`src/rtl/sadc_pkg.sv`:
```
package sadc_pkg;
  localparam int CFG_W   = 16;
  localparam int LEN_W   = 5;
  localparam int RES_W   = 16;
  localparam int CNT_W   = $clog2(CFG_W + 1) + 1;
  localparam int BYTE_W  = 8;
  localparam int LEN_LO  = 8;
  localparam int SMP_BIT = 13;
  localparam int GO_BIT  = 14;
  localparam int EXT_LO  = 16;
  localparam int NULL_BYTE = 1;
  localparam int NULL_EXT  = 3;

  typedef enum logic {MODE_BYTE = 1'b0, MODE_EXT = 1'b1} cfg_mode_e;
endpackage

```
`src/rtl/sadc_tick.sv`:
```
module sadc_tick #(
  parameter int HALF = 2
) (
  input  logic clk,
  input  logic rst_n,
  input  logic smp_en,
  output logic tick,
  output logic smp_clk
);
  localparam int PW = $clog2(HALF + 1);

  logic [PW-1:0] pre_q, pre_d;
  logic          ph_q, ph_d;

  assign tick = (pre_q == PW'(HALF - 1));

  always_comb begin
    pre_d = tick ? '0 : pre_q + 1'b1;
    ph_d  = tick ? ~ph_q : ph_q;
  end

  always_ff @(posedge clk or negedge rst_n) begin
    if (!rst_n) begin
      pre_q <= '0;
      ph_q  <= 1'b0;
    end else begin
      pre_q <= pre_d;
      ph_q  <= ph_d;
    end
  end

  assign smp_clk = smp_en & ph_q;
endmodule

```
`src/rtl/sadc_regs.sv`:
```
module sadc_regs
  import sadc_pkg::*;
(
  input  logic                   clk,
  input  logic                   rst_n,
  input  logic                   wr_en,
  input  logic [31:0]            wr_data,
  input  logic                   busy,
  input  logic                   ext_mode,
  output logic                   go,
  output logic [LEN_W-1:0]       frame_len,
  output logic                   smp_en,
  output logic [CFG_W-1:0]       ld_word,
  output logic [CNT_W-1:0]       ld_len,
  output logic [CNT_W-1:0]       ld_skip
);
  logic              accept;
  logic [LEN_W-1:0]  len_q, len_d;
  logic              smp_q, smp_d;
  logic [BYTE_W-1:0] cnt_raw;
  logic [CNT_W-1:0]  cnt;
  logic [CFG_W-1:0]  ext_word;
  cfg_mode_e         mode;

  assign mode     = cfg_mode_e'(ext_mode);
  assign accept   = wr_en & ~busy;
  assign cnt_raw  = wr_data[BYTE_W-1:0];
  assign ext_word = wr_data[EXT_LO +: CFG_W];
  assign go = accept & wr_data[GO_BIT] & (wr_data[LEN_LO +: LEN_W] != '0);

  always_comb begin
    cnt = (cnt_raw > BYTE_W'(CFG_W)) ? CNT_W'(CFG_W) : CNT_W'(cnt_raw);
    if (mode == MODE_EXT) begin
      ld_len  = cnt;
      ld_word = ext_word << (CNT_W'(CFG_W) - cnt);
      ld_skip = cnt + CNT_W'(NULL_EXT);
    end else begin
      ld_len  = CNT_W'(BYTE_W);
      ld_word = {cnt_raw, {(CFG_W - BYTE_W){1'b0}}};
      ld_skip = CNT_W'(BYTE_W + NULL_BYTE);
    end
  end

  always_comb begin
    len_d = accept ? wr_data[LEN_LO +: LEN_W] : len_q;
    smp_d = accept ? wr_data[SMP_BIT] : smp_q;
  end

  always_ff @(posedge clk or negedge rst_n) begin
    if (!rst_n) begin
      len_q <= '0;
      smp_q <= 1'b0;
    end else begin
      len_q <= len_d;
      smp_q <= smp_d;
    end
  end

  assign frame_len = len_q;
  assign smp_en    = smp_q;


  busy_write_ignored_chk: assert property (@(posedge clk) disable iff (!rst_n)
    busy && wr_en |=> $stable(len_q) && $stable(smp_q));
endmodule

```
`src/rtl/sadc_shift.sv`:
```
module sadc_shift
  import sadc_pkg::*;
(
  input  logic                clk,
  input  logic                rst_n,
  input  logic                tick,
  input  logic                go,
  input  logic [CFG_W-1:0]    ld_word,
  input  logic [CNT_W-1:0]    ld_len,
  input  logic [CNT_W-1:0]    ld_skip,
  input  logic [LEN_W-1:0]    frame_len,
  input  logic                sdi,
  output logic                busy,
  output logic                sclk,
  output logic                sdo,
  output logic [RES_W-1:0]    result
);
  logic             busy_q, busy_d;
  logic [1:0]       ph_q, ph_d;
  logic [LEN_W-1:0] idx_q, idx_d;
  logic [CFG_W-1:0] tx_q, tx_d;
  logic [RES_W-1:0] rx_q, rx_d, res_q, res_d;
  logic [CNT_W-1:0] cfg_q, cfg_d, skip_q, skip_d;
  logic [CNT_W-1:0] idx_w;

  assign idx_w = CNT_W'(idx_q);

  always_comb begin
    busy_d = busy_q; ph_d = ph_q; idx_d = idx_q; tx_d = tx_q;
    rx_d = rx_q; res_d = res_q; cfg_d = cfg_q; skip_d = skip_q;
    if (go) begin
      busy_d = 1'b1; ph_d = 2'd0; idx_d = '0; tx_d = ld_word;
      rx_d = '0; cfg_d = ld_len; skip_d = ld_skip;
    end else if (busy_q && tick) begin
      ph_d = ph_q + 2'd1;
      if (ph_q == 2'd1 && idx_w >= skip_q)
        rx_d = {rx_q[RES_W-2:0], sdi};
      if (ph_q == 2'd3) begin
        tx_d  = tx_q << 1;
        idx_d = idx_q + 1'b1;
        if (idx_q == frame_len - 1'b1) begin
          busy_d = 1'b0;
          res_d  = rx_q;
        end
      end
    end
  end

  always_ff @(posedge clk or negedge rst_n) begin
    if (!rst_n) begin
      busy_q <= 1'b0; ph_q <= '0; idx_q <= '0; tx_q <= '0;
      rx_q <= '0; res_q <= '0; cfg_q <= '0; skip_q <= '0;
    end else begin
      busy_q <= busy_d; ph_q <= ph_d; idx_q <= idx_d; tx_q <= tx_d;
      rx_q <= rx_d; res_q <= res_d; cfg_q <= cfg_d; skip_q <= skip_d;
    end
  end

  assign busy   = busy_q;
  assign sclk   = busy_q & ph_q[1];
  assign sdo    = busy_q & (idx_w < cfg_q) & tx_q[CFG_W-1];
  assign result = res_q;


  idx_in_range_chk: assert property (@(posedge clk) disable iff (!rst_n)
    busy_q |-> idx_q < frame_len);

  nonzero_len_chk: assert property (@(posedge clk) disable iff (!rst_n)
    $rose(busy_q) |-> frame_len != '0);

  sdo_stable_high_chk: assert property (@(posedge clk) disable iff (!rst_n)
    sclk && $past(sclk) |-> $stable(sdo));
endmodule

```
`src/rtl/sadc_ctrl.sv`:
```
module sadc_ctrl
  import sadc_pkg::*;
#(
  parameter int SMP_HALF = 2
) (
  input  logic             clk,
  input  logic             rst_n,
  input  logic             ext_mode,
  input  logic             wr_en,
  input  logic [31:0]      wr_data,
  output logic             busy,
  output logic [RES_W-1:0] result,
  output logic             sclk,
  output logic             fsync,
  output logic             sdo,
  input  logic             sdi,
  output logic             smp_clk
);
  logic [1:0]       rst_sync_q;
  logic             core_rst_n;
  logic             tick, go, smp_en;
  logic [LEN_W-1:0] frame_len;
  logic [CFG_W-1:0] ld_word;
  logic [CNT_W-1:0] ld_len, ld_skip;

  always_ff @(posedge clk or negedge rst_n) begin
    if (!rst_n) rst_sync_q <= 2'b00;
    else        rst_sync_q <= {rst_sync_q[0], 1'b1};
  end
  assign core_rst_n = rst_sync_q[1];

  sadc_tick #(.HALF(SMP_HALF)) u_tick (
    .clk(clk), .rst_n(core_rst_n), .smp_en(smp_en), .tick(tick), .smp_clk(smp_clk));

  sadc_regs u_regs (
    .clk(clk), .rst_n(core_rst_n), .wr_en(wr_en), .wr_data(wr_data), .busy(busy),
    .ext_mode(ext_mode), .go(go), .frame_len(frame_len), .smp_en(smp_en),
    .ld_word(ld_word), .ld_len(ld_len), .ld_skip(ld_skip));

  sadc_shift u_shift (
    .clk(clk), .rst_n(core_rst_n), .tick(tick), .go(go), .ld_word(ld_word),
    .ld_len(ld_len), .ld_skip(ld_skip), .frame_len(frame_len), .sdi(sdi),
    .busy(busy), .sclk(sclk), .sdo(sdo), .result(result));

  assign fsync = busy;


  result_hold_chk: assert property (@(posedge clk) disable iff (!core_rst_n)
    busy && $past(busy) |-> $stable(result));
endmodule

```
`config.mk`:
```
export PLATFORM = sky130hd
export DESIGN_NAME = sadc_ctrl
export DESIGN_NICKNAME = d
export VERILOG_FILES = /design/src/rtl/sadc_pkg.sv /design/src/rtl/sadc_tick.sv /design/src/rtl/sadc_regs.sv /design/src/rtl/sadc_shift.sv /design/src/rtl/sadc_ctrl.sv
export SDC_FILE = /design/constraint.sdc
export NUM_CORES = 1
export LEC_CHECK = 0
export BUFFER_PORTS_ARGS = -buffer_cell sky130_fd_sc_hd__buf_2
export CAP_MARGIN = 20
export CORE_MARGIN = 5
export CORE_UTILIZATION = 32
export CTS_BUF_LIST = sky130_fd_sc_hd__clkbuf_4 sky130_fd_sc_hd__clkbuf_8
export DETAILED_ROUTE_END_ITERATION = 7
export SLEW_MARGIN = 40
export SYNTH_ARGS = -nofsm -noshare
export SYNTH_HDL_FRONTEND = slang
export SYNTH_HIERARCHICAL = 1
export SYNTH_SLANG_ARGS = --single-unit
```
`constraint.sdc`:
```
create_clock -name clk -period 2.21 [get_ports clk]
set_input_delay 0.3315 -clock clk [delete_from_list [all_inputs] [get_ports clk]]
set_output_delay 0.3315 -clock clk [all_outputs]
set_load 0.01 [all_outputs]
```
==> flow_metrics.tcl <==
set metrics [dict create \
    placed_area_mm2 0.00596 \
    postLayoutCoreUtil 0.428 \
    worstPathMaxFanout 5 \
    start_kind "primary input" \
    yosys-top-cells-count "dfrtp_1 (79), mux2i_1 (57), nand2_1 (47)" \
    synth_compound_area_frac 0.118 \
    hp-class "in -> reg" \
    cp_top_family "simple AND/OR/NAND/NOR gates" \
    synth_simple_gate_area_frac 0.167 \
    finalSetupViolations 14 \
    ys_ff_latch 79 \
    avgSynthCellArea_um2 9.78 \
    power.density_mw_per_mm2 757 \
    synth_top_cell_by_area "dfrtp_1" \
    drt_iter0_drc 247 \
    cp-startpoint "wr_data[6]" \
    maxSlewViolCount 0 \
    synth_area_leaders "dfrtp_1 (40%), mux2i_1 (11%), mux2_2 (6.5%)" \
    drt_wl_total_um 12800 \
    track_usage 0.143 \
    min-delay-start "wr_data[13]" \
    grt_max_degree 78 \
    clk_pin_slew_worst_paths_ns 0.08 \
    arrival_ns 2.71 \
    syn_inst 511 \
    dp_hpwl_um 9360 \
    syn2layout_area_growth_pct 30.7 \
    grt_pass1_wl_um 21400 \
    clock_path_buffers 2 \
    portBuffers 56 \
    synthMuxAreaShare 0.204 \
    relSlewSlack 0.563 \
    synth_warnings 6 \
    rsz0062_at_grt "yes" \
    ys.flop_type "dfrtp_1" \
    path_cells "buf_6 > or4_4 > nor2_4 > inv_4 > ha_4 > xnor2_4 > buf_6 > mux2i_2 > a221oi_2 > a222oi_1 > o21ai_1 > nand2_1 > o21ai_1" \
    synth_most_common_cell "dfrtp_1" \
    period_minus_slack_ns 2.50 \
    tightest_slew_ns 0.655 \
    ant_nets 0 \
    num_io_pins 58 \
    drt-wirelength-per-cell_um 15.5 \
    die_area_mm2 0.0182 \
    clk_latency_ns 0.36 \
    drtPass1Iterations 5 \
    synth_xor_area_frac 0.0278 \
    netlist.area_leader.share 0.395 \
    antenna_cells 0 \
    vdd_ir_drop_max_mv 0.405 \
    synth_cell_type_count 61 \
    tns_ns -2.46 \
    critPathMaxStageDelay_ns 0.55 \
    final_area_mm2 0.00653 \
    fmax_mhz 400 \
    synth_edf_count 0 \
    fill_cells 1482 \
    crit_type "in -> reg" \
    cts_buffers 9 \
    setup_ws_ns -0.291 \
    final_hold_viol_count 0 \
    netlist_area_mm2 0.00500 \
    violations "negative setup slack" \
    critPathSlowestCell "or4_4" \
    drive_gt1_frac 0.353 \
    gp_congestion 0.886 \
    critPathCaptureType "flip-flop" \
    nets 663 \
    initial_core_util 0.328 \
    cts_sinks 79 \
    vias 4173 \
    cp_data_required_time_ns 2.42 \
    cts-root-buf "clkbuf_8" \
    overflow 0 \
    first_global_vias 4348 \
    fin_crit_sh 1.13 \
    die_x_um 135 \
    critPathBufInv 3 \
    cts_tree "yes" \
    synth_top_family_by_area "multiplexers" \
    vias_per_cell 5.04 \
    status "complete, but fails checks" \
    clock_skew_ns 0.0127 \
    r2r_slack_ns 0.13 \
    place_ws_ns -0.726 \
    r2r_start "u_shift/idx_q[4]" \
    htreeDepth 3 \
    antenna_found_initial 0 \
    fp-row-count 45 \
    maxCapViolCount 0 \
    die-height_um 135 \
    leakage_nw 2.94 \
    design.core.area_mm2 0.0153 \
    async_flop_share 1.00 \
    power_mw 4.95 \
    synth-adder-area-share 0.0350 \
    seq_area_frac_synth 0.395 \
    drc 0 \
]
timing repair:
item                                   CTS  global route
setup buffers                            7             5
hold buffers                             1             0
gates resized for setup                 18            30
endpoints found under the hold margin    2             0
pin swaps                                9            10
setup endpoints to repair               13            30
worst register-to-register path, cell delays in order, from the launching register on:
cell and delay, ns:
dfrtp_1 0.47, xnor2_1 0.20, nor4b_2 0.29, a31oi_1 0.11, nor4_4 0.35, buf_12 0.20, mux2_2 0.36
cells in the final DEF (no fill, tap or decap), drive strengths merged, types with 5 or more instances in the layout:
master	synthesis	layout
inv	20	20
dfrtp	79	79
a21oi	19	19
xnor2	7	7
a21o	5	5
ha	14	14
o22ai	5	5
nor4	7	7
nor2	28	28
mux2	38	38
mux2i	57	57
o21ai	36	36
xor2	8	8
nand3	11	11
nor3	7	7
clkbuf	21	9
nand2b	30	30
nand2	47	47
buf	16	125
power by group:
| part | leakage [nW] | total [mW] | switching (mW) | internal, mW |
|---|---|---|---|---|
| combinational | 1.77 | 1.54 | 0.785 | 0.757 |
| clock | 0.133 | 1.37 | 0.507 | 0.858 |
| sequential | 1.04 | 2.04 | 0.258 | 1.78 |
sequential cells by signal, summed over array words and instances (netlist names), 2 cells and up:
| signal | cells |
|---|---|
| u_shift/ph_q | 2 |
| u_shift/tx_q | 16 |
| u_shift/skip_q | 6 |
| u_shift/result | 16 |
| u_shift/idx_q | 5 |
| u_shift/rx_q | 16 |
| u_shift/cfg_q | 6 |
| rst_sync_q | 2 |
| u_tick/pre_q | 2 |
| u_regs/frame_len | 5 |
area by class of cell:
cell class	instances	area [µm²]	share of cell area
timing repair buffer	126	900	0.138
inverter	20	77.6	0.0119
clock inverter	7	135	0.0207
clock buffer	9	124	0.0190
tap	211	264	0.0404
multi-input combinational	376	3050	0.467
sequential	79	1980	0.303
metal layers:
| metal | wire (µm) | GRT usage | part of all wire | vias up |
|---|---|---|---|---|
| li1 | - | - | - | 2009 |
| met4 | 227 | 0.0442 | 0.018 | 0 |
| met5 | 0 | 0 | 0 | - |
| met3 | 593 | 0.0320 | 0.046 | 19 |
| met2 | 6000 | 0.228 | 0.47 | 121 |
| met1 | 5980 | 0.195 | 0.47 | 2024 |
path summary, 6_finish.rpt:
kind,to,cells past startpoint
worst min-delay path,u_regs/smp_en,2
worst max-delay path,u_shift/tx_q[12],13
min in group asynchronous,rst_sync_q[1],2
worst min register to register,u_shift/result[4],1
max in group asynchronous,u_shift/idx_q[1],1
worst max register to register,u_shift/result[3],6
logic make-up after synthesis:
family | count (synthesis)
compound gates | 94
xor+xnor | 15
fa+ha+maj | 14
buf+inv | 57
flops | 79
mux | 96
other cells | 2
simple gates | 154
through the flow:
step	hold slack [ns]	std cells
2_1_floorplan	0.0359	512
3_3_place_gp	0.117	802
3_5_place_dp	0.120	802
4_1_cts	0.200	826
5_1_grt	0.200	828
6_report	0.217	828
Note: power is estimated with default switching activity, not from simulation.
